File: config.mk
export PLATFORM = sky130hd
export DESIGN_NAME = cs_bank_decoder
export DESIGN_NICKNAME = d
export VERILOG_FILES = /design/src/rtl/csd_pkg.sv /design/src/rtl/csd_regs.sv /design/src/rtl/csd_bank_map.sv /design/src/rtl/csd_prio.sv /design/src/rtl/csd_strobe.sv /design/src/rtl/cs_bank_decoder.sv
export SDC_FILE = /design/constraint.sdc
export NUM_CORES = 1
export LEC_CHECK = 0
export ABC_AREA = 1
export CAP_MARGIN = 25
export CORE_ASPECT_RATIO = 1.5
export CORE_MARGIN = 2
export CORE_UTILIZATION = 41
export DETAILED_ROUTE_END_ITERATION = 10
export PLACE_DENSITY = 0.73
export SYNTH_ARGS = -nofsm -noshare
export SYNTH_HDL_FRONTEND = slang
export SYNTH_SLANG_ARGS = --single-unit
File: constraint.sdc
create_clock -name clk -period 1.6 [get_ports clk]
set_input_delay 0.24 -clock clk [delete_from_list [all_inputs] [get_ports clk]]
set_output_delay 0.24 -clock clk [all_outputs]
set_load 0.01 [all_outputs]
File: src/rtl/csd_pkg.sv
package csd_pkg;

  // Smallest bank granule: 2 MB.
  localparam longint unsigned CSD_UNIT = 64'd1 << 21;

  typedef enum logic [1:0] {
    PH_IDLE   = 2'd0,
    PH_SETUP  = 2'd1,
    PH_STROBE = 2'd2,
    PH_HOLD   = 2'd3
  } phase_t;

  // Lower boundary of bank b; bank b spans [bank_base(b), bank_base(b+1)).
  function automatic longint unsigned bank_base(input int b);
    if (b <= 0)      return 64'd0;
    else if (b == 1) return CSD_UNIT;
    else if (b == 2) return 2 * CSD_UNIT;
    else             return longint'(b - 2) * 4 * CSD_UNIT;
  endfunction

endpackage

File: src/rtl/csd_regs.sv
module csd_regs #(
  parameter int NUM_BANKS = 10,
  parameter int REG_W     = 32,
  parameter int HI_LSB    = 16,
  parameter int NUM_CS    = 4
) (
  input  logic                                 clk,
  input  logic                                 rst,
  input  logic                                 wr_en,
  input  logic                                 sel,
  input  logic [REG_W-1:0]                     wdata,
  output logic [REG_W-1:0]                     rdata,
  output logic [NUM_CS-1:0][NUM_BANKS-1:0]     cs_mask
);

  localparam int NUM_REGS = NUM_CS / 2;
  localparam int GAP_LO   = HI_LSB - NUM_BANKS;
  localparam int GAP_HI   = REG_W - HI_LSB - NUM_BANKS;

  logic [NUM_REGS-1:0][NUM_BANKS-1:0] lo_q;
  logic [NUM_REGS-1:0][NUM_BANKS-1:0] hi_q;

  for (genvar r = 0; r < NUM_REGS; r++) begin : g_reg
    always_ff @(posedge clk) begin
      if (rst) begin
        lo_q[r] <= '0;
        hi_q[r] <= '0;
      end else if (wr_en && (int'(sel) == r)) begin
        lo_q[r] <= wdata[NUM_BANKS-1:0];
        hi_q[r] <= wdata[HI_LSB +: NUM_BANKS];
      end
    end
    assign cs_mask[2*r]   = lo_q[r];
    assign cs_mask[2*r+1] = hi_q[r];
  end

  always_ff @(posedge clk) begin
    if (rst) begin
      rdata <= '0;
    end else begin
      rdata <= {{GAP_HI{1'b0}}, hi_q[sel], {GAP_LO{1'b0}}, lo_q[sel]};
    end
  end

  AST_RSVD_ZERO: assert property (@(posedge clk) disable iff (rst)
    (rdata[HI_LSB-1:NUM_BANKS] == '0) && (rdata[REG_W-1:HI_LSB+NUM_BANKS] == '0));

endmodule

File: src/rtl/csd_bank_map.sv
module csd_bank_map
  import csd_pkg::*;
#(
  parameter int ADDR_W    = 26,
  parameter int NUM_BANKS = 10
) (
  input  logic                 clk,
  input  logic                 rst,
  input  logic [ADDR_W-1:0]    addr,
  output logic [NUM_BANKS-1:0] bank_hit
);

  localparam int CMP_W = ADDR_W + 1;

  logic [CMP_W-1:0] addr_x;
  assign addr_x = {1'b0, addr};

  for (genvar b = 0; b < NUM_BANKS; b++) begin : g_bank
    localparam logic [CMP_W-1:0] LO = CMP_W'(bank_base(b));
    localparam logic [CMP_W-1:0] HI = CMP_W'(bank_base(b + 1));
    assign bank_hit[b] = (addr_x >= LO) && (addr_x < HI);
  end

  AST_ONE_BANK: assert property (@(posedge clk) disable iff (rst)
    $onehot0(bank_hit));

endmodule

File: src/rtl/csd_prio.sv
module csd_prio #(
  parameter int NUM_BANKS = 10,
  parameter int NUM_CS    = 4
) (
  input  logic                             clk,
  input  logic                             rst,
  input  logic [NUM_CS-1:0][NUM_BANKS-1:0] cs_mask,
  input  logic [NUM_BANKS-1:0]             bank_hit,
  output logic [NUM_CS-1:0]                grant
);

  logic [NUM_CS-1:0] claim;

  for (genvar c = 0; c < NUM_CS; c++) begin : g_claim
    assign claim[c] = |(cs_mask[c] & bank_hit);
  end

  // Lowest index wins: select 0, then 1, then 3, then 4.
  always_comb begin
    grant = '0;
    for (int c = NUM_CS - 1; c >= 0; c--) begin
      if (claim[c]) begin
        grant    = '0;
        grant[c] = 1'b1;
      end
    end
  end

  AST_GRANT_ONE: assert property (@(posedge clk) disable iff (rst)
    $onehot0(grant));
  AST_GRANT_CLAIMED: assert property (@(posedge clk) disable iff (rst)
    (grant & ~claim) == '0);
  AST_GRANT_FOUND: assert property (@(posedge clk) disable iff (rst)
    (claim != '0) |-> (grant != '0));

endmodule

File: src/rtl/csd_strobe.sv
module csd_strobe
  import csd_pkg::*;
#(
  parameter int ADDR_W = 26,
  parameter int EXT_W  = 24,
  parameter int BE_W   = 4,
  parameter int NUM_CS = 4
) (
  input  logic              clk,
  input  logic              rst,
  input  logic              req_valid,
  input  logic [ADDR_W-1:0] req_addr,
  input  logic              req_write,
  input  logic [BE_W-1:0]   req_be,
  input  logic [NUM_CS-1:0] grant,
  input  logic              wait_i,
  output logic              req_ready,
  output logic [NUM_CS-1:0] cs_o,
  output logic [EXT_W-1:0]  ext_addr,
  output logic [BE_W-1:0]   be_o,
  output logic              rd_o,
  output logic              wr_o,
  output logic              done_o,
  output logic              err_o
);

  phase_t phase_q;
  logic   write_q;

  assign req_ready = (phase_q == PH_IDLE);

  always_ff @(posedge clk) begin
    if (rst) begin
      phase_q  <= PH_IDLE;
      write_q  <= 1'b0;
      cs_o     <= '0;
      ext_addr <= '0;
      be_o     <= '0;
      rd_o     <= 1'b0;
      wr_o     <= 1'b0;
      done_o   <= 1'b0;
      err_o    <= 1'b0;
    end else begin
      done_o <= 1'b0;
      err_o  <= 1'b0;
      unique case (phase_q)
        PH_IDLE: begin
          if (req_valid) begin
            if (grant != '0) begin
              phase_q  <= PH_SETUP;
              cs_o     <= grant;
              ext_addr <= req_addr[EXT_W-1:0];
              be_o     <= req_be;
              write_q  <= req_write;
            end else begin
              done_o <= 1'b1;
              err_o  <= 1'b1;
            end
          end
        end
        PH_SETUP: begin
          phase_q <= PH_STROBE;
          rd_o    <= ~write_q;
          wr_o    <= write_q;
        end
        PH_STROBE: begin
          if (!wait_i) begin
            phase_q <= PH_HOLD;
            rd_o    <= 1'b0;
            wr_o    <= 1'b0;
          end
        end
        PH_HOLD: begin
          phase_q <= PH_IDLE;
          cs_o    <= '0;
          be_o    <= '0;
          done_o  <= 1'b1;
        end
        default: phase_q <= PH_IDLE;
      endcase
    end
  end

  AST_CS_ONEHOT: assert property (@(posedge clk) disable iff (rst)
    $onehot0(cs_o));
  AST_RD_WR_EXCL: assert property (@(posedge clk) disable iff (rst)
    !(rd_o && wr_o));
  AST_STROBE_IN_CS: assert property (@(posedge clk) disable iff (rst)
    (rd_o || wr_o) |-> (cs_o != '0));
  AST_HELD_FIELDS: assert property (@(posedge clk) disable iff (rst)
    (phase_q == PH_SETUP || phase_q == PH_STROBE) |=>
      ($stable(cs_o) && $stable(ext_addr) && $stable(be_o)));
  AST_WAIT_STRETCH: assert property (@(posedge clk) disable iff (rst)
    (phase_q == PH_STROBE && wait_i) |=> (rd_o || wr_o));
  AST_ERR_NO_CS: assert property (@(posedge clk) disable iff (rst)
    err_o |-> (done_o && cs_o == '0 && !rd_o && !wr_o));
  AST_BUSY_IGNORE: assert property (@(posedge clk) disable iff (rst)
    (!req_ready && !$past(req_ready)) |-> !done_o || phase_q == PH_IDLE);

endmodule

File: src/rtl/cs_bank_decoder.sv
module cs_bank_decoder
  import csd_pkg::*;
#(
  parameter int ADDR_W    = 26,
  parameter int EXT_W     = 24,
  parameter int BE_W      = 4,
  parameter int NUM_BANKS = 10,
  parameter int NUM_CS    = 4,
  parameter int REG_W     = 32,
  parameter int HI_LSB    = 16
) (
  input  logic              clk,
  input  logic              rst,
  input  logic              reg_wr,
  input  logic              reg_sel,
  input  logic [REG_W-1:0]  reg_wdata,
  output logic [REG_W-1:0]  reg_rdata,
  input  logic              req_valid,
  input  logic [ADDR_W-1:0] req_addr,
  input  logic              req_write,
  input  logic [BE_W-1:0]   req_be,
  output logic              req_ready,
  input  logic              wait_i,
  output logic [NUM_CS-1:0] cs_o,
  output logic [EXT_W-1:0]  ext_addr,
  output logic [BE_W-1:0]   be_o,
  output logic              rd_o,
  output logic              wr_o,
  output logic              done_o,
  output logic              err_o
);

  logic [NUM_CS-1:0][NUM_BANKS-1:0] cs_mask;
  logic [NUM_BANKS-1:0]             bank_hit;
  logic [NUM_CS-1:0]                grant;

  csd_regs #(
    .NUM_BANKS(NUM_BANKS), .REG_W(REG_W), .HI_LSB(HI_LSB), .NUM_CS(NUM_CS)
  ) i_regs (
    .clk(clk), .rst(rst), .wr_en(reg_wr), .sel(reg_sel),
    .wdata(reg_wdata), .rdata(reg_rdata), .cs_mask(cs_mask)
  );

  csd_bank_map #(
    .ADDR_W(ADDR_W), .NUM_BANKS(NUM_BANKS)
  ) i_map (
    .clk(clk), .rst(rst), .addr(req_addr), .bank_hit(bank_hit)
  );

  csd_prio #(
    .NUM_BANKS(NUM_BANKS), .NUM_CS(NUM_CS)
  ) i_prio (
    .clk(clk), .rst(rst), .cs_mask(cs_mask), .bank_hit(bank_hit), .grant(grant)
  );

  csd_strobe #(
    .ADDR_W(ADDR_W), .EXT_W(EXT_W), .BE_W(BE_W), .NUM_CS(NUM_CS)
  ) i_strobe (
    .clk(clk), .rst(rst), .req_valid(req_valid), .req_addr(req_addr),
    .req_write(req_write), .req_be(req_be), .grant(grant), .wait_i(wait_i),
    .req_ready(req_ready), .cs_o(cs_o), .ext_addr(ext_addr), .be_o(be_o),
    .rd_o(rd_o), .wr_o(wr_o), .done_o(done_o), .err_o(err_o)
  );

  AST_RESET_QUIET: assert property (@(posedge clk)
    $past(rst) |-> (cs_o == '0 && !rd_o && !wr_o && !done_o && req_ready));

endmodule

==> qor.yml <==
critPathMaxFanout: 12
tritoncts: "yes"
finalCriticalPeriod_ns: 1.60
routedWlPerCell_um: 14.3
vias_per_cell: 5.07
reg2reg_to: "i_strobe.ext_addr[15]$_SDFFE_PP0P_"
die_w_um: 85.3
synth_cell_types: 29
rsz0062_at_grt: "yes"
startpoint_type: "flip-flop"
r2r_cells: 11
clkSinkCount: 99
antenna_cells: 0
powerDensity_mw_per_mm2: 1200
grt_max_degree: 46
min_path_type: "input pin to flip-flop"
synth_area_leaders: "dfxtp_1 49%, nor2_1 16%, o21ai_0 8.1%"
end_kind: "flip-flop"
hold-path-endpoint: "i_strobe.ext_addr[23]$_SDFFE_PP0P_"
num_rows: 44
finalCritPeriodShare: 0.999
post_synth_fa_ha_maj_area_fraction: 0.0123
nets: 756
synth_area_per_cell_sq_um: 7.51
clk_pin_slew_worst_paths_ns: 0.07
die_area_sq_mm: 0.0108
fin_worst_skew_ns: 0.00828
status: "finished, final reports clean"
wl_mm: 11.5
cts-buffers-inserted: 9
grt_pass1_wl_mm: 17.9
top_layer_used: "met4"
ys_seq_elements: 99
die_y_um: 126
multi_input_area_sq_mm: 0.00201
insertion_delay_ns: 0.34
setup_viol: 0
place_area_sq_mm: 0.00547
hold_ws_ns: 0.434
synth_top_family_by_area: "simple AND/OR/NAND/NOR gates"
ys_warn_count: 0
route.met3.wl_um: 527
core-area_sq_mm: 0.00969
min_path_cells: 5
ir_drop_mv: 0.983
min_from: "req_addr[23]"
num_vias: 4071
power.total_w: 0.00724
synth_xor_area_frac: 0
start_util: 0.420
cts_buffer_depth: 2
critPathRequiredTime_ns: 1.83
area_growth_pct: 48.0
antenna_found_initial: 0
io_pins: 138
r2r_slack_ns: 0.001
dpl.hpwl_mm: 7.96
gp_congestion: 0.865
layout_common_cells: "140 x nor2_1, 107 x clkdlybuf4s50_1, 90 x dfxtp_1"
gr-usage-all-layers: 0.207
io_buffers: 113
drive_gt1_frac: 0.196
grt_pass1_vias: 3858
worstPathArrival_ns: 1.83
drv_slew: 0
wl_met1_mm: 4.43
syn_inst: 542
crit_type: "flip-flop to flip-flop"
layout_commonest_cell: "nor2_1"
synth_compound_area_frac: 0.143
r2r_start: "i_regs.cs_mask[7]$_SDFFE_PP0P_"
synthMuxAreaShare: 0
htree_levels: 3
drt_pass1_iterations: 4
synth_top_area_frac: 0.487
nFillCells: 872
fin_area_sq_mm: 0.00602
synth_area_leader_cell: "dfxtp_1"
wl_met2_mm: 6.11
setup_tns_ns: 0
drt_iter0_drc: 155
grt_overflow: 0
cts_root_buffer: "clkbuf_16"
cap_violations: 0
seq_area_sq_mm: 0.00199
yosysSeqAreaShare: 0.487
ant_nets: 0
drc: 0
yosys.area_share.simple: 0.282
syn-cell-area_sq_mm: 0.00407
hold_viol: 0
power.leakage_nw: 2.47
clock.fmax_ghz: 0.626
-- cell type report --
type                            instances  area share
Clock inverter                          6     0.00706
Timing Repair Buffer                  157       0.253
Multi-Input combinational cell        399       0.334
Sequential cell                        99       0.331
Inverter                               17      0.0127
Clock buffer                           10      0.0380
Tap cell                              115      0.0239
-- through the flow --
step	std cells	setup WS, ns	util
after floorplan	553	-0.0198	-
after global placement	775	-0.665	0.564
after detailed placement	775	-0.774	0.564
after CTS	798	0.00202	0.603
after global routing	803	-0.122	0.622
final	803	0.00128	0.622
-- report_power, final --
group | switching [W] | leakage [nW] | internal, W
combinational | 0.00111 | 1.52 | 0.00114
sequential | 0.000217 | 0.818 | 0.00280
clock | 0.000922 | 0.128 | 0.00105
-- worst max-delay path, stage by stage (launching register included) --
cell and delay [ns]:
dfxtp_1 0.36, nand4_1 0.12, nand2_1 0.07, nor2_2 0.11, nand3_2 0.11, nor2_4 0.17, nand2_4 0.10, nand2_8 0.11
inv_6 0.06, buf_12 0.14, nor2_2 0.10, nor2_1 0.06
-- cells by family after synthesis --
group,count (synthesis)
AND/OR/NAND/NOR,270
AO/OA/AOI/OAI,112
flip-flops,99
buffers and inverters,56
adder cells (fa/ha/maj),4
other,1
-- state kept, by name, indices dropped and copies added (netlist names) --
signal             flops
i_strobe.done_o        1
i_strobe.wr_o          1
i_strobe.be_o          4
i_strobe.ext_addr     24
i_strobe.write_q       1
i_strobe.rd_o          1
i_strobe.phase_q       2
i_strobe.err_o         1
i_regs.rdata          20
i_strobe.cs_o          4
i_regs.cs_mask        40
-- cell usage after synthesis --
cell      instances
nor3_2            2
a21oi_1          17
nor2_4            1
inv_1            11
a31oi_1           1
clkbuf_1         20
ha_1              4
a211oi_1          1
conb_1            1
nand3_2           1
inv_2             2
nand2_2           1
nor2_2            6
nand2_1          58
buf_4            14
a21oi_2           2
nand4_1          16
nand3_1          10
nor3b_1           1
clkinv_1          2
o21ai_1          21
dfxtp_1          99
a22oi_1           4
nand2_4           4
o21ai_0          66
buf_6             5
nor2_1          169
or2_2             1
inv_4             2
-- worst max-delay path by stage --
stage	cells past startpoint	endpoint	slack, ns	start
floorplan	14	i_strobe.ext_addr[10]$_SDFFE_PP0P_	-0.02	req_addr[25]
global placement	16	i_strobe.be_o[1]$_SDFFE_PP0P_	-0.67	req_addr[24]
detailed placement	16	i_strobe.cs_o[0]$_SDFFE_PP0P_	-0.77	req_addr[24]
CTS	15	i_strobe.ext_addr[0]$_SDFFE_PP0P_	0.002	req_addr[23]
global route	11	i_strobe.ext_addr[15]$_SDFFE_PP0P_	-0.12	i_regs.cs_mask[7]$_SDFFE_PP0P_
finish	11	i_strobe.ext_addr[15]$_SDFFE_PP0P_	0.001	i_regs.cs_mask[7]$_SDFFE_PP0P_
-- repair_timing --
item / CTS / global route
gates cloned: 2 / 1
setup endpoints to repair: 38 / 37
buffers inserted: 6 / 4
gates resized for setup: 33 / 53
hold buffers: 0 / 0
pin swaps: 11 / 16
-- metal layers --
metal / GRT usage / vias up
met3: 0.0367 / 30
met4: 0.0990 / 0
li1: - / 2033
met5: 0 / -
met1: 0.229 / 1893
met2: 0.374 / 115
No activity file was read; power rests on OpenSTA's default activity.
